[config.mk]
export PLATFORM = sky130hd
export DESIGN_NAME = lcd_mux_seq
export DESIGN_NICKNAME = d
export VERILOG_FILES = /design/src/rtl/lcdseq_pkg.sv /design/src/rtl/lcdseq_timebase.sv /design/src/rtl/lcdseq_framebuf.sv /design/src/rtl/lcdseq_pindrive.sv /design/src/rtl/lcd_mux_seq.sv
export SDC_FILE = /design/constraint.sdc
export NUM_CORES = 1
export LEC_CHECK = 0
export CORE_UTILIZATION = 59
export CTS_CLUSTER_DIAMETER = 50
export CTS_CLUSTER_SIZE = 25
export DETAILED_ROUTE_END_ITERATION = 12
export DONT_BUFFER_PORTS = 1
export GPL_ROUTABILITY_DRIVEN = 0
export MAX_ROUTING_LAYER = met4
export PLACE_DENSITY = 0.79
export REMOVE_ABC_BUFFERS = 1
export SYNTH_ARGS = -nofsm -noshare
export SYNTH_HDL_FRONTEND = slang
export SYNTH_SLANG_ARGS = --single-unit
[constraint.sdc]
create_clock -name clk -period 5.4 [get_ports clk]
set_clock_uncertainty 0.05 [all_clocks]
set_input_delay 1.08 -clock clk [delete_from_list [all_inputs] [get_ports clk]]
set_output_delay 1.08 -clock clk [all_outputs]
set_load 0.01 [all_outputs]
[src/rtl/lcdseq_pkg.sv]
// Shared types for the LCD drive sequencer: bias level codes and the
// level-selection rules for common and segment pins.
package lcdseq_pkg;

    localparam int LVL_W = 3;

    typedef enum logic [LVL_W-1:0] {
        LV_V0 = 3'd0,
        LV_V1 = 3'd1,
        LV_V2 = 3'd2,
        LV_V3 = 3'd3,
        LV_V4 = 3'd4,
        LV_V5 = 3'd5
    } lvl_e;

    // Level of a common line: extreme when selected, inner level otherwise.
    function automatic lvl_e com_level(input logic sel, input logic pol);
        if (!pol) return sel ? LV_V0 : LV_V4;
        else      return sel ? LV_V5 : LV_V1;
    endfunction

    // Level of a segment line: opposite extreme when on, middle level when off.
    function automatic lvl_e seg_level(input logic on, input logic pol);
        if (!pol) return on ? LV_V5 : LV_V3;
        else      return on ? LV_V0 : LV_V2;
    endfunction

endpackage

[src/rtl/lcdseq_timebase.sv]
// Phase timebase: a prescaler divides the clock into phase ticks, a phase
// counter walks the commons, and the frame polarity flips at each wrap.
// Assumes: prescale and com_last may change at any time; a phase counter
// above com_last wraps on its next tick.
module lcdseq_timebase #(
    parameter int CW = 4,
    parameter int PW = 16
) (
    input  logic          clk,
    input  logic          rst_n,
    input  logic [CW-1:0] com_last,
    input  logic [PW-1:0] prescale,
    output logic [CW-1:0] phase,
    output logic          pol,
    output logic          frame_end
);

    logic [PW-1:0] cnt;
    logic          tick;

    assign tick      = (cnt >= prescale);
    assign frame_end = tick && (phase >= com_last);

    // Advance the prescaler, the phase counter and the polarity.
    always_ff @(posedge clk) begin
        if (!rst_n) begin
            cnt   <= '0;
            phase <= '0;
            pol   <= 1'b0;
        end else if (tick) begin
            cnt <= '0;
            if (frame_end) begin
                phase <= '0;
                pol   <= ~pol;
            end else begin
                phase <= phase + 1'b1;
            end
        end else begin
            cnt <= cnt + 1'b1;
        end
    end

endmodule

[src/rtl/lcdseq_framebuf.sv]
// Double-buffered frame store with a request/acknowledge fetch.
// - An acknowledged frame lands in the shadow buffer.
// - At a boundary the shadow frame becomes active. An acknowledge in the
//   boundary cycle itself goes straight to the active buffer.
// - A boundary with nothing pending keeps the active frame and sets underrun.
// Assumes: frame_data is valid in the cycle data_ack is high.
module lcdseq_framebuf #(
    parameter int FB = 128
) (
    input  logic          clk,
    input  logic          rst_n,
    input  logic          frame_end,
    input  logic          data_ack,
    input  logic [FB-1:0] frame_data,
    output logic [FB-1:0] active,
    output logic          data_req,
    output logic          underrun
);

    logic [FB-1:0] shadow;
    logic          shadow_full;
    logic          take;

    assign take = data_req && data_ack;

    // Capture requested data and hand it to the display at frame boundaries.
    always_ff @(posedge clk) begin
        if (!rst_n) begin
            active      <= '0;
            shadow      <= '0;
            shadow_full <= 1'b0;
            data_req    <= 1'b1;
            underrun    <= 1'b0;
        end else if (frame_end) begin
            data_req    <= 1'b1;
            shadow_full <= 1'b0;
            if (take)             active   <= frame_data;
            else if (shadow_full) active   <= shadow;
            else                  underrun <= 1'b1;
        end else if (take) begin
            shadow      <= frame_data;
            shadow_full <= 1'b1;
            data_req    <= 1'b0;
        end
    end

endmodule

[src/rtl/lcdseq_pindrive.sv]
// Per-pin level selection. Common pins are numbered by their rank among the
// common pins (lowest pin first). Segment pins read their pixel for the
// current phase from the active frame, optionally inverted.
// Assumes: MAXCOM is a power of two.
module lcdseq_pindrive
    import lcdseq_pkg::*;
#(
    parameter int NPINS  = 8,
    parameter int MAXCOM = 16,
    parameter int CW     = 4
) (
    input  logic [NPINS-1:0]        pin_is_com,
    input  logic [CW-1:0]           com_last,
    input  logic [CW-1:0]           phase,
    input  logic                    pol,
    input  logic                    invert,
    input  logic [NPINS*MAXCOM-1:0] active,
    output logic [NPINS*LVL_W-1:0]  pin_level
);

    localparam int RW  = $clog2(NPINS + 1);
    localparam int PCW = ((RW > CW) ? RW : CW) + 1;

    logic [RW-1:0] rank [NPINS];

    // Rank each pin by the number of common pins below it.
    always_comb begin
        logic [RW-1:0] acc;
        acc = '0;
        for (int i = 0; i < NPINS; i++) begin
            rank[i] = acc;
            acc     = acc + RW'(pin_is_com[i]);
        end
    end

    for (genvar gi = 0; gi < NPINS; gi++) begin : g_pin
        logic [MAXCOM-1:0] row;
        logic              com_sel;
        logic              pix;
        lvl_e              lv;

        assign row     = active[gi*MAXCOM +: MAXCOM];
        assign com_sel = (PCW'(rank[gi]) == PCW'(phase)) &&
                         (PCW'(rank[gi]) <= PCW'(com_last));
        assign pix     = row[phase] ^ invert;
        assign lv      = pin_is_com[gi] ? com_level(com_sel, pol)
                                        : seg_level(pix, pol);
        assign pin_level[gi*LVL_W +: LVL_W] = lv;
    end

endmodule

[src/rtl/lcd_mux_seq.sv]
// Top level of the multiplexed LCD drive sequencer: timebase, frame buffer
// and per-pin level selection.
// Assumes: MAXCOM is a power of two, at most 16.
module lcd_mux_seq
    import lcdseq_pkg::*;
#(
    parameter int NPINS  = 8,
    parameter int MAXCOM = 16,
    parameter int PW     = 16,
    localparam int CW    = (MAXCOM > 1) ? $clog2(MAXCOM) : 1,
    localparam int FB    = NPINS * MAXCOM
) (
    input  logic                   clk,
    input  logic                   rst_n,
    input  logic [NPINS-1:0]       pin_is_com,
    input  logic [CW-1:0]          com_last,
    input  logic [PW-1:0]          prescale,
    input  logic                   invert,
    input  logic                   data_ack,
    input  logic [FB-1:0]          frame_data,
    output logic [NPINS*LVL_W-1:0] pin_level,
    output logic [CW-1:0]          phase,
    output logic                   polarity,
    output logic                   data_req,
    output logic                   underrun
);

    logic          frame_end;
    logic [FB-1:0] active;

    lcdseq_timebase #(.CW(CW), .PW(PW)) u_tb (
        .clk       (clk),
        .rst_n     (rst_n),
        .com_last  (com_last),
        .prescale  (prescale),
        .phase     (phase),
        .pol       (polarity),
        .frame_end (frame_end)
    );

    lcdseq_framebuf #(.FB(FB)) u_fb (
        .clk        (clk),
        .rst_n      (rst_n),
        .frame_end  (frame_end),
        .data_ack   (data_ack),
        .frame_data (frame_data),
        .active     (active),
        .data_req   (data_req),
        .underrun   (underrun)
    );

    lcdseq_pindrive #(.NPINS(NPINS), .MAXCOM(MAXCOM), .CW(CW)) u_pd (
        .pin_is_com (pin_is_com),
        .com_last   (com_last),
        .phase      (phase),
        .pol        (polarity),
        .invert     (invert),
        .active     (active),
        .pin_level  (pin_level)
    );

endmodule

==> results_tabular.tex, run 1 <==
\begin{tabular}{lr}
\hline
Metric & Value \\
\hline
\multicolumn{2}{l}{\textbf{Setup path}} \\
WP buf/inv & 2 \\
Class of the most critical setup path & in -> out \\
Kind of end point of the critical path & output port \\
Data arrival time at the worst-slack endpoint & 4.56 ns \\
Worst EP required & 4.27 ns \\
Startpoint Class & input port \\
Critical Path Fanout Max & 8 \\
Master of the slowest instance on the critical path & sky130\_fd\_sc\_hd\_\_fa\_2 \\
Largest incremental delay on the critical path & 0.59 ns \\
Crit-path cells & fa\_1 -> ha\_2 -> fa\_2 -> ha\_4 -> xor2\_4 -> nand3\_2 -> xor2\_4 -> xor2\_2 -> ha\_4 -> buf\_6 -> nand4\_1 -> a21oi\_2 -> nand2\_1 -> o221ai\_1 -> o31ai\_1 -> buf\_4 \\
Family of cells with the greatest summed delay on the critical path & adder cells \\
\multicolumn{2}{l}{\textbf{Synthesis}} \\
Fraction of the mapped netlist area in compound gates & 0.1494 \\
Main combinational cell family by area after synthesis & simple AND/OR/NAND/NOR gates \\
Top cells by count, synth & sky130\_fd\_sc\_hd\_\_dfxtp\_1 (280), sky130\_fd\_sc\_hd\_\_nand3\_1 (272), sky130\_fd\_sc\_hd\_\_nor2\_1 (161), sky130\_fd\_sc\_hd\_\_clkbuf\_1 (157), sky130\_fd\_sc\_hd\_\_nand2\_1 (147) \\
Synthesis-stage register bit count & 280 \\
Most instantiated flip-flop cell in the synthesis netlist & sky130\_fd\_sc\_hd\_\_dfxtp\_1 \\
Async SR Flop Fraction & 0 \\
EDFF count, synth & 0 \\
Simple-Gate Fraction of Synth Area & 0.2515 \\
Top cells by area in the synthesized netlist & sky130\_fd\_sc\_hd\_\_dfxtp\_1 (33\%), sky130\_fd\_sc\_hd\_\_nand3\_1 (8.1\%), sky130\_fd\_sc\_hd\_\_mux2i\_1 (8.0\%) \\
Cell accounting for the most synthesized area & sky130\_fd\_sc\_hd\_\_dfxtp\_1 \\
Sequential cell area fraction in the yosys report & 0.3327 \\
Post-Synthesis Cells & 2,011 \\
Warnings, synthesis & 0 \\
Syn\_area\_per\_cell & 8.378 um\^{}2 \\
Synthesized-area fraction occupied by xor and xnor cells & 0.03164 \\
Post-synthesis mux area share & 0.1309 \\
Number of unique standard cell types used by synthesis & 54 \\
Post-synth top area share & 0.3327 \\
Post-synthesis share of cell area spent on full adders, half adders and majority gates & 0.04322 \\
Most frequent cell after synthesis & sky130\_fd\_sc\_hd\_\_dfxtp\_1 \\
Area of the mapped netlist & 0.01685 mm\^{}2 \\
\multicolumn{2}{l}{\textbf{STA}} \\
WHS & 0.4251 ns \\
Worst slew margin & 0.2382 \\
Slew Limit Fails & 0 \\
Number of setup violations in the final report & 2 \\
Share of the cycle needed by the critical path after routing & 1.054 \\
Maximum frequency from static timing analysis & 175.8 MHz \\
Final hold violation count & 0 \\
Final worst slack & -0.2892 ns \\
Setup repair after global routing missed its margin & yes \\
Worst-margin pin slew & 1.143 ns \\
Min Tclk post-route & 5.689 ns \\
\multicolumn{2}{l}{\textbf{Placement}} \\
DP Wirelength & 27,060 um \\
Number of cells after detailed placement & 2,231 \\
Count of buffers inserted at the top-level ports & 0 \\
\multicolumn{2}{l}{\textbf{Detailed routing}} \\
Wire length after detailed routing & 44,670 um \\
DRT iter0 DRCs & 1,364 \\
Vias & 15,067 \\
Antenna-violating nets left & 0 \\
DRC Markers & 0 \\
Post-DR wirelength/cell & 19.46 um \\
DR pass1 iterations & 5 \\
Number of vias per cell after detailed routing & 6.562 \\
\multicolumn{2}{l}{\textbf{Floorplan}} \\
I/O pins & 191 \\
Die boundary height & 171.0 um \\
Initial standard-cell utilization of the core & 0.6031 \\
Placement Rows & 61 \\
Floorplan core area & 0.02793 mm\^{}2 \\
Area of the die & 0.02923 mm\^{}2 \\
Die width & 171.0 um \\
\multicolumn{2}{l}{\textbf{Run status}} \\
Failing checks & setup timing \\
Outcome & complete, but fails checks \\
\multicolumn{2}{l}{\textbf{Clock network}} \\
TritonCTS clock tree & done \\
Clock latency on the worst-skew pair & 0.56 ns \\
Max H-tree Level & 1 \\
TritonCTS Buffers & 31 \\
Number of hold-repair buffers added at the cts stage & 0 \\
CTS root buf & sky130\_fd\_sc\_hd\_\_clkbuf\_16 \\
TritonCTS sink count & 280 \\
Clock buffer depth & 3 \\
CTS clk-pin slew, worst paths & 0.07 ns \\
\multicolumn{2}{l}{\textbf{Power}} \\
Power density normalized to cell area & 290.0 mW/mm\^{}2 \\
Leakage & 8.925 nW \\
Peak supply drop & 0.2809 mV \\
\multicolumn{2}{l}{\textbf{Final layout}} \\
Register Area & 0.005612 mm\^{}2 \\
Proportion of layout cells with a drive suffix above 1 & 0.09281 \\
Cell Count, Final, Fillers Out & 2,296 \\
\# diodes & 0 \\
Net count reported at finish & 2,111 \\
Synth-to-Final Area Change & 9.194\% \\
Area used by multi-input combinational logic & 0.01044 mm\^{}2 \\
Fraction of the core area covered by cells at the end of the flow & 0.6586 \\
Layout fillers & 2,210 \\
\multicolumn{2}{l}{\textbf{Global routing}} \\
Total global routing overflow & 0 \\
Initial antenna violation count & 0 \\
Via count of the first global-routing pass & 13,861 \\
Maximum number of pins on one net before global-route repair & 395 \\
First-pass GRT wire length & 70,270 um \\
Overall track demand over capacity in global routing & 0.3025 \\
\multicolumn{2}{l}{\textbf{Min path}} \\
Type of the tightest min-delay check & reg -> reg \\
\multicolumn{2}{l}{\textbf{Job}} \\
Max-cap viol count & 0 \\
\hline
\end{tabular}
[per-stage QoR]
step                cell area [um^2]  worst slack, ns  total power, mW  TNS (ns)
detailed placement             17000          -0.2730            2.979   -0.5854
global placement               17000          -0.2139            2.933   -0.3679
global route                   18400          -0.4565            5.536   -0.7096
floorplan                      15960           -11.84            2.882  -2220.96
CTS                            18310          -0.1734            5.312   -0.1734
finish                         18400          -0.2892            5.335   -0.3028
[path summary, 6_finish.rpt]
path / slack [ns] / cells past startpoint / endpoint / startpoint
max: -0.29 / 16 / pin_level[23] / pin_is_com[0]
min: 0.43 / 1 / u_tb.cnt[0]$_SDFF_PP0_ / u_tb.cnt[0]$_SDFF_PP0_
max reg2reg: 1.56 / 10 / u_fb.active[104]$_SDFFE_PN0P_ / u_tb.phase[0]$_SDFFE_PN0P_
min reg2reg: 0.43 / 1 / u_tb.cnt[0]$_SDFF_PP0_ / u_tb.cnt[0]$_SDFF_PP0_
[metal layers]
| metal | wire (um) | up-vias | share of wire | track usage |
|---|---|---|---|---|
| li1 | - | 7144 | - | - |
| met1 | 18780 | 7270 | 0.42 | 0.3824 |
| met2 | 21220 | 568 | 0.47 | 0.4933 |
| met3 | 3632 | 85 | 0.081 | 0.06084 |
| met4 | 1047 | 0 | 0.023 | 0.07686 |
| met5 | 0 | - | 0 | - |
[state kept, by name, summed over array words and instances, names as in the netlist]
signal	cells
u_tb.cnt	16
u_fb.underrun	1
u_fb.data_req	1
u_fb.shadow_full	1
u_tb.phase	4
u_tb.pol	1
u_fb.shadow	128
u_fb.active	128
[placed cells by master, fill, tap and decap left out, types with 10 or more instances in the layout]
master / synthesis / routed
sky130_fd_sc_hd__ha_1: 55 / 48
sky130_fd_sc_hd__nor3_1: 133 / 131
sky130_fd_sc_hd__inv_1: 34 / 33
sky130_fd_sc_hd__xnor2_1: 33 / 33
sky130_fd_sc_hd__o211a_1: 128 / 128
sky130_fd_sc_hd__mux4_1: 11 / 11
sky130_fd_sc_hd__mux4_2: 24 / 24
sky130_fd_sc_hd__o21ai_0: 13 / 11
sky130_fd_sc_hd__o22ai_1: 128 / 128
sky130_fd_sc_hd__nor2_1: 161 / 160
sky130_fd_sc_hd__a21oi_1: 16 / 12
sky130_fd_sc_hd__nand4_1: 10 / 10
sky130_fd_sc_hd__nand2_1: 147 / 147
sky130_fd_sc_hd__buf_4: 16 / 42
sky130_fd_sc_hd__nand3_1: 272 / 269
sky130_fd_sc_hd__buf_12: 1 / 13
sky130_fd_sc_hd__xor2_1: 26 / 22
sky130_fd_sc_hd__dfxtp_1: 280 / 277
sky130_fd_sc_hd__clkbuf_16: 0 / 32
sky130_fd_sc_hd__or3_1: 129 / 129
sky130_fd_sc_hd__mux2i_1: 134 / 134
[area by class of cell]
cell class / count / area share
Sequential cell: 280 / 0.3050
Clock buffer: 35 / 0.04523
Multi-Input combinational cell: 1489 / 0.5676
Tap cell: 378 / 0.02571
Clock inverter: 22 / 0.01673
Timing Repair Buffer: 57 / 0.03251
Inverter: 35 / 0.007141
[report_power, final]
part           leakage, nW  switching (mW)  total (mW)  internal (mW)
clock                0.552            1.02        2.29           1.27
sequential            2.29          0.0525        2.22           2.17
combinational         6.08           0.432       0.819          0.386
[cell families after synthesis]
family,after synthesis
adder cells (fa/ha/maj),57
AO/OA/AOI/OAI,320
flip-flops,280
AND/OR/NAND/NOR,880
XOR/XNOR,60
multiplexers,172
buffers and inverters,242
[timing repair]
action,CTS,global route
pin swaps,16,12
endpoints found under the setup margin,3,4
setup buffers,7,1
resized for setup,19,13
Note: power is estimated with default switching activity, not from simulation.
==> run 2, diff against run 1 <==
ABC_CLOCK_PERIOD_IN_PS = 7300   (was default)
CORE_UTILIZATION = 55   (was 59)
PLACE_DENSITY = 0.71   (was 0.79)
clock period = 7.3 ns   (was 5.4 ns; I/O delays follow)
==> results_tabular.tex, run 2 (synthesis gave the netlist of run 1 again) <==
\begin{tabular}{lr}
\hline
Metric & Value \\
\hline
\multicolumn{2}{l}{\textbf{Run status}} \\
Outcome & completed (was complete, but fails checks) \\
\multicolumn{2}{l}{\textbf{Detailed routing}} \\
Wire length after detailed routing & 43,370 um (was 44,670 um) \\
Antenna-violating nets left & 0 (unchanged) \\
Post-DR wirelength/cell & 19.10 um (was 19.46 um) \\
Vias & 14,645 (was 15,067) \\
DR pass1 iterations & 5 (unchanged) \\
DRT iter0 DRCs & 1,422 (was 1,364) \\
Number of vias per cell after detailed routing & 6.449 (was 6.562) \\
DRC Markers & 0 (unchanged) \\
\multicolumn{2}{l}{\textbf{Power}} \\
Sequential group share of total power & 0.425 (was 0.416) \\
Overall power & 3.864 mW (was 5.335 mW) \\
Switching Share & 0.2735 (was 0.2825) \\
Gate power share & 0.129 (was 0.153) \\
NetSw & 1.057 mW (was 1.507 mW) \\
Leakage & 8.673 nW (was 8.925 nW) \\
Clock power frac & 0.445 (was 0.430) \\
Peak supply drop & 0.1543 mV (was 0.2809 mV) \\
Power density normalized to cell area & 217.1 mW/mm\^{}2 (was 290.0 mW/mm\^{}2) \\
Int Power & 2.807 mW (was 3.827 mW) \\
\multicolumn{2}{l}{\textbf{Min path}} \\
Type of the tightest min-delay check & reg -> reg (unchanged) \\
Launch point of the worst hold path & u\_tb.cnt[0]\$\_SDFF\_PP0\_ (unchanged) \\
\multicolumn{2}{l}{\textbf{STA}} \\
Share of the cycle needed by the critical path after routing & 0.9670 \\
Worst-margin pin slew & 1.106 ns (was 1.143 ns) \\
Slew Limit Fails & 0 (unchanged) \\
Worst slew margin & 0.2612 (was 0.2382) \\
Final TNS setup & 0 ns (was -0.3028 ns) \\
Maximum frequency from static timing analysis & 141.7 MHz \\
Final worst slack & 0.2410 ns (was -0.2892 ns) \\
Setup repair after global routing missed its margin & no (was yes) \\
WHS & 0.4285 ns (was 0.4251 ns) \\
Number of setup violations in the final report & 0 (was 2) \\
Min Tclk post-route & 7.059 ns \\
Final hold violation count & 0 (unchanged) \\
\multicolumn{2}{l}{\textbf{Setup path}} \\
Worst EP required & 5.79 ns (was 4.27 ns) \\
Reg-to-reg startpoint & u\_tb.phase[0]\$\_SDFFE\_PN0P\_ (unchanged) \\
WP buf/inv & 0 (was 2) \\
Master of the slowest instance on the critical path & sky130\_fd\_sc\_hd\_\_fa\_1 (was sky130\_fd\_sc\_hd\_\_fa\_2) \\
Critical Path Fanout Max & 8 (unchanged) \\
Crit-path cells & fa\_1 -> ha\_1 -> fa\_1 -> ha\_1 -> xor2\_1 -> xor2\_1 -> nand3\_1 -> xor2\_1 -> ha\_1 -> a21oi\_1 -> o21ai\_0 -> a21oi\_1 -> nand2\_1 -> o31ai\_1 (was fa\_1 -> ha\_2 -> fa\_2 -> ha\_4 -> xor2\_4 -> nand3\_2 -> xor2\_4 -> xor2\_2 -> ha\_4 -> buf\_6 -> nand4\_1 -> a21oi\_2 -> nand2\_1 -> o221ai\_1 -> o31ai\_1 -> buf\_4) \\
Startpoint Class & input port (unchanged) \\
Family of cells with the greatest summed delay on the critical path & adder cells (unchanged) \\
Data arrival time at the worst-slack endpoint & 5.55 ns (was 4.56 ns) \\
Class of the most critical setup path & in -> out (unchanged) \\
Kind of end point of the critical path & output port (unchanged) \\
First element of the critical path & pin\_is\_com[0] (unchanged) \\
Largest incremental delay on the critical path & 0.60 ns (was 0.59 ns) \\
\multicolumn{2}{l}{\textbf{Placement}} \\
Count of buffers inserted at the top-level ports & 0 (unchanged) \\
Worst slack, placed & 0.3213 ns (was -0.2730 ns) \\
DP Wirelength & 25,190 um (was 27,060 um) \\
Number of cells after detailed placement & 2,210 (was 2,231) \\
Dpl cell area & 0.01664 mm\^{}2 (was 0.01700 mm\^{}2) \\
\multicolumn{2}{l}{\textbf{Final layout}} \\
Top library cells by usage in the layout, fill and taps aside & sky130\_fd\_sc\_hd\_\_dfxtp\_1 (277), sky130\_fd\_sc\_hd\_\_nand3\_1 (272), sky130\_fd\_sc\_hd\_\_nor2\_1 (160), sky130\_fd\_sc\_hd\_\_nand2\_1 (147), sky130\_fd\_sc\_hd\_\_mux2i\_1 (134) (was sky130\_fd\_sc\_hd\_\_dfxtp\_1 (277), sky130\_fd\_sc\_hd\_\_nand3\_1 (269), sky130\_fd\_sc\_hd\_\_nor2\_1 (160), sky130\_fd\_sc\_hd\_\_nand2\_1 (147), sky130\_fd\_sc\_hd\_\_mux2i\_1 (134)) \\
Commonest non-fill, non-tap cell in the layout & sky130\_fd\_sc\_hd\_\_dfxtp\_1 (unchanged) \\
Fraction of the core area covered by cells at the end of the flow & 0.5958 (was 0.6586) \\
Total non-filler cell area in the finished layout & 0.01780 mm\^{}2 (was 0.01840 mm\^{}2) \\
Net count reported at finish & 2,074 (was 2,111) \\
Cell Count, Final, Fillers Out & 2,271 (was 2,296) \\
\# diodes & 0 (unchanged) \\
Proportion of layout cells with a drive suffix above 1 & 0.06380 (was 0.09281) \\
Synth-to-Final Area Change & 5.644\% (was 9.194\%) \\
Biggest registers after layout & u\_fb.active: 128 flops, u\_fb.shadow: 128 flops, u\_tb.cnt: 16 flops (unchanged) \\
\multicolumn{2}{l}{\textbf{Global routing}} \\
Total global routing overflow & 0 (unchanged) \\
First-pass GRT wire length & 69,550 um (was 70,270 um) \\
Overall track demand over capacity in global routing & 0.2784 (was 0.3025) \\
Maximum number of pins on one net before global-route repair & 395 (unchanged) \\
Via count of the first global-routing pass & 13,684 (was 13,861) \\
Initial antenna violation count & 0 (unchanged) \\
\multicolumn{2}{l}{\textbf{Clock network}} \\
CTS root buf & sky130\_fd\_sc\_hd\_\_clkbuf\_16 (unchanged) \\
Post-CTS Repair Setup Buffers & 0 (was 7) \\
Clock buffer depth & 3 (unchanged) \\
Cells resized by post-CTS repair & 0 (was 19) \\
TritonCTS sink count & 280 (unchanged) \\
Number of hold-repair buffers added at the cts stage & 0 (unchanged) \\
Clock latency on the worst-skew pair & 0.51 ns (was 0.56 ns) \\
TritonCTS clock tree & done (unchanged) \\
TritonCTS Buffers & 35 (was 31) \\
Max H-tree Level & 2 (was 1) \\
CTS clk-pin slew, worst paths & 0.06 ns (was 0.07 ns) \\
\multicolumn{2}{l}{\textbf{Floorplan}} \\
Initial standard-cell utilization of the core & 0.5639 (was 0.6031) \\
Die width & 177.0 um (was 171.0 um) \\
Area of the die & 0.03134 mm\^{}2 (was 0.02923 mm\^{}2) \\
Die boundary height & 177.0 um (was 171.0 um) \\
Placement Rows & 63 (was 61) \\
Floorplan core area & 0.02987 mm\^{}2 (was 0.02793 mm\^{}2) \\
I/O pins & 191 (unchanged) \\
\multicolumn{2}{l}{\textbf{Job}} \\
Max-cap viol count & 0 (unchanged) \\
\hline
\end{tabular}
[run 2: cell count changes in the layout (fill, tap and decap cells not counted), sizes merged]
| cell | before | now |
|---|---|---|
| clkbuf | 35 | 38 |
| inv | 44 | 43 |
| bufinv | 2 | 1 |
| clkinvlp | 1 | 4 |
| buf | 57 | 16 |
[run 2: final timing paths]
path                                  end  slack [ns]  depth (start not counted)
max                         pin_level[23]        0.24                         14
max reg2reg  u_fb.shadow[93]$_SDFFE_PN0P_        2.94                         10
min reg2reg        u_tb.cnt[0]$_SDFF_PP0_        0.43                          1
min                u_tb.cnt[0]$_SDFF_PP0_        0.43                          1
[run 2: layer usage]
layer | vias to the layer above | wire (um) | track usage | part of all wire
met5 | - | 0 | - | 0
met3 | 72 | 3228 | 0.05992 | 0.074
met1 | 7076 | 19350 | 0.3596 | 0.45
li1 | 7066 | - | - | -
met4 | 0 | 743 | 0.06861 | 0.017
met2 | 431 | 20050 | 0.4417 | 0.46
[run 2: power by group through the flow]
stage / combinational (mW) / sequential (mW) / clock (mW)
after CTS: 0.496 / 1.64 / 1.75
after detailed placement: 0.493 / 1.68 / 0
after floorplan: 0.464 / 1.67 / 0
final: 0.500 / 1.64 / 1.72
after global routing: 0.558 / 1.65 / 1.82
after global placement: 0.468 / 1.67 / 0
[run 2: area by class of cell]
cell class              instances  area [um^2]
multi-input cells            1489        10250
flip-flops and latches        280         5612
repair buffers                 16        157.7
clock buffers                  38        917.1
fillers                      2656        12080
inverters                      35        131.4
clock inverters                23        239.0
well taps                     390        488.0
==> run 3, diff against run 2 <==
ABC_AREA = 1   (was default)
==> results_tabular.tex, run 3 <==
\begin{tabular}{lr}
\hline
Metric & Value \\
\hline
\multicolumn{2}{l}{\textbf{Final layout}} \\
Commonest non-fill, non-tap cell in the layout & sky130\_fd\_sc\_hd\_\_nand2\_1 (was sky130\_fd\_sc\_hd\_\_dfxtp\_1) \\
Proportion of layout cells with a drive suffix above 1 & 0.03350 (was 0.06380) \\
Cell Count, Final, Fillers Out & 2,915 (was 2,271) \\
Biggest registers after layout & u\_fb.active: 128 flops, u\_fb.shadow: 128 flops, u\_tb.cnt: 16 flops (unchanged) \\
Layout fillers & 2,704 (was 2,656) \\
Net count reported at finish & 2,728 (was 2,074) \\
Synth-to-Final Area Change & 6.254\% (was 5.644\%) \\
Top library cells by usage in the layout, fill and taps aside & sky130\_fd\_sc\_hd\_\_nand2\_1 (809), sky130\_fd\_sc\_hd\_\_nor2\_1 (551), sky130\_fd\_sc\_hd\_\_inv\_1 (331), sky130\_fd\_sc\_hd\_\_dfxtp\_1 (278), sky130\_fd\_sc\_hd\_\_o21ai\_0 (186) (was sky130\_fd\_sc\_hd\_\_dfxtp\_1 (277), sky130\_fd\_sc\_hd\_\_nand3\_1 (272), sky130\_fd\_sc\_hd\_\_nor2\_1 (160), sky130\_fd\_sc\_hd\_\_nand2\_1 (147), sky130\_fd\_sc\_hd\_\_mux2i\_1 (134)) \\
Register Area & 0.005610 mm\^{}2 (was 0.005612 mm\^{}2) \\
\# diodes & 0 (unchanged) \\
Area used by multi-input combinational logic & 0.008232 mm\^{}2 (was 0.01025 mm\^{}2) \\
\multicolumn{2}{l}{\textbf{Setup path}} \\
Largest incremental delay on the critical path & 0.58 ns (was 0.60 ns) \\
Worst reg2reg path depth & 10 (unchanged) \\
Reg-to-reg startpoint & u\_tb.phase[0]\$\_SDFFE\_PN0P\_ (unchanged) \\
Crit-path cells & fa\_1 -> ha\_1 -> fa\_1 -> ha\_1 -> ha\_1 -> nand2\_1 -> nand2\_1 -> inv\_1 -> nand3\_1 -> xor2\_1 -> ha\_1 -> a21oi\_1 -> o211ai\_1 -> o21ai\_0 -> nand3\_1 -> nor2\_1 -> nand2\_1 -> nand3\_1 -> nand2\_1 (was fa\_1 -> ha\_1 -> fa\_1 -> ha\_1 -> xor2\_1 -> xor2\_1 -> nand3\_1 -> xor2\_1 -> ha\_1 -> a21oi\_1 -> o21ai\_0 -> a21oi\_1 -> nand2\_1 -> o31ai\_1) \\
Startpoint Class & input port (unchanged) \\
Data arrival time at the worst-slack endpoint & 5.18 ns (was 5.55 ns) \\
Kind of end point of the critical path & output port (unchanged) \\
Family of cells with the greatest summed delay on the critical path & adder cells (unchanged) \\
Class of the most critical setup path & in -> out (unchanged) \\
Endpoint of the most critical register-to-register path & u\_fb.active[10]\$\_SDFFE\_PN0P\_ (was u\_fb.shadow[93]\$\_SDFFE\_PN0P\_) \\
Worst reg2reg setup slack & 3.30 ns (was 2.94 ns) \\
Master of the slowest instance on the critical path & sky130\_fd\_sc\_hd\_\_fa\_1 (unchanged) \\
WP buf/inv & 1 (was 0) \\
Critical Path Fanout Max & 8 (unchanged) \\
Worst EP required & 5.79 ns (about the same) \\
\multicolumn{2}{l}{\textbf{STA}} \\
Min Tclk post-route & 6.686 ns (was 7.059 ns) \\
Final hold violation count & 0 (unchanged) \\
Worst-margin pin slew & 1.044 ns (was 1.106 ns) \\
Worst slew margin & 0.3032 (was 0.2612) \\
Number of setup violations in the final report & 0 (unchanged) \\
Share of the cycle needed by the critical path after routing & 0.9159 (was 0.9670) \\
Final worst slack & 0.6139 ns (was 0.2410 ns) \\
Maximum frequency from static timing analysis & 149.6 MHz (was 141.7 MHz) \\
Final TNS setup & 0 ns (unchanged) \\
Slew Limit Fails & 0 (unchanged) \\
Setup repair after global routing missed its margin & no (unchanged) \\
\multicolumn{2}{l}{\textbf{Global routing}} \\
First-pass GRT wire length & 61,870 um (was 69,550 um) \\
Initial antenna violation count & 0 (unchanged) \\
Total global routing overflow & 0 (unchanged) \\
Via count of the first global-routing pass & 12,936 (was 13,684) \\
Overall track demand over capacity in global routing & 0.2662 (was 0.2784) \\
Maximum number of pins on one net before global-route repair & 262 (was 395) \\
\multicolumn{2}{l}{\textbf{Min path}} \\
Launch point of the worst hold path & u\_fb.shadow\_full\$\_SDFFE\_PP0P\_ (was u\_tb.cnt[0]\$\_SDFF\_PP0\_) \\
Type of the tightest min-delay check & reg -> reg (unchanged) \\
Hold Path End & u\_fb.shadow\_full\$\_SDFFE\_PP0P\_ (was u\_tb.cnt[0]\$\_SDFF\_PP0\_) \\
Number of cells on the worst hold path & 2 (was 1) \\
\multicolumn{2}{l}{\textbf{Placement}} \\
Number of cells after detailed placement & 2,853 (was 2,210) \\
DP Wirelength & 24,440 um (was 25,190 um) \\
Count of buffers inserted at the top-level ports & 0 (unchanged) \\
Worst slack, placed & 0.6314 ns (was 0.3213 ns) \\
\multicolumn{2}{l}{\textbf{Detailed routing}} \\
Number of vias per cell after detailed routing & 4.950 (was 6.449) \\
DRC Markers & 0 (unchanged) \\
DR pass1 iterations & 5 (unchanged) \\
Antenna-violating nets left & 0 (unchanged) \\
Vias & 14,429 (was 14,645) \\
Wire length after detailed routing & 38,750 um (was 43,370 um) \\
Post-DR wirelength/cell & 13.29 um (was 19.10 um) \\
DRT iter0 DRCs & 1,012 (was 1,422) \\
\multicolumn{2}{l}{\textbf{Floorplan}} \\
Area of the die & 0.02960 mm\^{}2 (was 0.03134 mm\^{}2) \\
Placement Rows & 61 (was 63) \\
Initial standard-cell utilization of the core & 0.5662 (was 0.5639) \\
Floorplan core area & 0.02809 mm\^{}2 (was 0.02987 mm\^{}2) \\
Die boundary height & 172.1 um (was 177.0 um) \\
I/O pins & 191 (unchanged) \\
Die width & 172.1 um (was 177.0 um) \\
\multicolumn{2}{l}{\textbf{Synthesis}} \\
Number of unique standard cell types used by synthesis & 33 (was 54) \\
Sequential cell area fraction in the yosys report & 0.3525 (was 0.3327) \\
Top cells by area in the synthesized netlist & sky130\_fd\_sc\_hd\_\_dfxtp\_1 (35\%), sky130\_fd\_sc\_hd\_\_nand2\_1 (19\%), sky130\_fd\_sc\_hd\_\_nor2\_1 (13\%) (was sky130\_fd\_sc\_hd\_\_dfxtp\_1 (33\%), sky130\_fd\_sc\_hd\_\_nand3\_1 (8.1\%), sky130\_fd\_sc\_hd\_\_mux2i\_1 (8.0\%)) \\
Most frequent cell after synthesis & sky130\_fd\_sc\_hd\_\_nand2\_1 (was sky130\_fd\_sc\_hd\_\_dfxtp\_1) \\
Warnings, synthesis & 0 (unchanged) \\
Syn\_area\_per\_cell & 6.098 um\^{}2 (was 8.378 um\^{}2) \\
Synthesis-stage register bit count & 280 (unchanged) \\
Post-synth top area share & 0.3525 (was 0.3327) \\
Most instantiated flip-flop cell in the synthesis netlist & sky130\_fd\_sc\_hd\_\_dfxtp\_1 (unchanged) \\
Top cells by count, synth & sky130\_fd\_sc\_hd\_\_nand2\_1 (809), sky130\_fd\_sc\_hd\_\_nor2\_1 (551), sky130\_fd\_sc\_hd\_\_inv\_1 (332), sky130\_fd\_sc\_hd\_\_dfxtp\_1 (280), sky130\_fd\_sc\_hd\_\_o21ai\_0 (186) (was sky130\_fd\_sc\_hd\_\_dfxtp\_1 (280), sky130\_fd\_sc\_hd\_\_nand3\_1 (272), sky130\_fd\_sc\_hd\_\_nor2\_1 (161), sky130\_fd\_sc\_hd\_\_clkbuf\_1 (157), sky130\_fd\_sc\_hd\_\_nand2\_1 (147)) \\
Post-Synthesis Cells & 2,608 (was 2,011) \\
Cell accounting for the most synthesized area & sky130\_fd\_sc\_hd\_\_dfxtp\_1 (unchanged) \\
EDFF count, synth & 0 (unchanged) \\
Async SR Flop Fraction & 0 (unchanged) \\
Area of the mapped netlist & 0.01590 mm\^{}2 (was 0.01685 mm\^{}2) \\
\multicolumn{2}{l}{\textbf{Clock network}} \\
Max H-tree Level & 2 (unchanged) \\
Post-CTS Repair Setup Buffers & 0 (unchanged) \\
TritonCTS clock tree & done (unchanged) \\
Number of hold-repair buffers added at the cts stage & 0 (unchanged) \\
CTS clk-pin slew, worst paths & 0.05 ns (was 0.06 ns) \\
TritonCTS sink count & 280 (unchanged) \\
Clock buffer depth & 3 (unchanged) \\
TritonCTS Buffers & 34 (was 35) \\
Cells resized by post-CTS repair & 0 (unchanged) \\
CTS root buf & sky130\_fd\_sc\_hd\_\_clkbuf\_16 (unchanged) \\
Clock latency on the worst-skew pair & 0.51 ns (about the same) \\
\multicolumn{2}{l}{\textbf{Power}} \\
Power density normalized to cell area & 230.9 mW/mm\^{}2 (was 217.1 mW/mm\^{}2) \\
Peak supply drop & 0.2097 mV (was 0.1543 mV) \\
Leakage & 8.938 nW (was 8.673 nW) \\
\multicolumn{2}{l}{\textbf{Job}} \\
Max-cap viol count & 0 (unchanged) \\
\multicolumn{2}{l}{\textbf{Run status}} \\
Outcome & completed (unchanged) \\
\hline
\end{tabular}
## run 3: changes by cell type after synthesis, moves of 128 or more
cell	delta
sky130_fd_sc_hd__nand2_1	+662
sky130_fd_sc_hd__or3_1	-129
sky130_fd_sc_hd__o211a_1	-128
sky130_fd_sc_hd__nand3_1	-194
sky130_fd_sc_hd__nor2_1	+390
sky130_fd_sc_hd__mux2i_1	-134
sky130_fd_sc_hd__inv_1	+298
sky130_fd_sc_hd__o22ai_1	-128
sky130_fd_sc_hd__o21ai_0	+173
## run 3: cells by family after synthesis
group                      synth area share
AOI/OAI and AO/OA                   0.09291
and+or+nand+nor                      0.3613
adders and majority gates           0.04579
xor gates and xnor gates            0.01652
DFF                                  0.3525
buffers and inverters                0.1311
## run 3: final cells by class
type,instances,share of cell area
repair buffers,10,0.004442
well taps,378,0.02799
clock buffers,44,0.05871
clock inverters,18,0.01459
inverters,337,0.07515
multi-input cells,1848,0.4871
flip-flops and latches,280,0.3320
## run 3: worst max-delay path by stage
stage | start | to | slack [ns] | cells past startpoint
2_1_floorplan | data_ack | u_fb.active[0]$_SDFFE_PN0P_ | -1.07 | 6
3_3_place_gp | pin_is_com[0] | pin_level[23] | 0.67 | 19
3_5_place_dp | pin_is_com[0] | pin_level[23] | 0.63 | 19
4_1_cts | pin_is_com[0] | pin_level[23] | 0.63 | 19
5_1_grt | pin_is_com[0] | pin_level[23] | 0.35 | 19
6_report | pin_is_com[0] | pin_level[23] | 0.61 | 19
## run 3: power breakdown
part           switching, mW  internal [mW]  leakage, nW
Clock                  0.709           1.13        0.606
Combinational          0.293          0.164         6.04
Sequential            0.0175           1.59         2.29
## run 3: routing by layer
layer  share of wire  global-route usage
met1            0.44              0.3091
met2            0.46              0.4535
met3           0.071             0.06683
met4           0.023             0.07464
met5               0                   -
## run 3: worst min-delay path, delay by kind of cell (launching register included)
family / cells / cell delay [ns]
flip-flops: 1 / 0.30
AND/OR/NAND/NOR: 2 / 0.15
## run 3: metrics by stage
stage | util | hold WS [ns] | area, um^2 | total power, mW
6_report | 0.6017 | 0.4435 | 16900 | 3.902
5_1_grt | 0.6017 | 0.4694 | 16900 | 4.079
4_1_cts | 0.6017 | 0.4483 | 16900 | 3.934
3_5_place_dp | 0.5576 | 0.4328 | 15660 | 2.098
3_3_place_gp | 0.5576 | 0.4161 | 15660 | 2.075
2_1_floorplan | - | 0.3911 | 15080 | 2.022
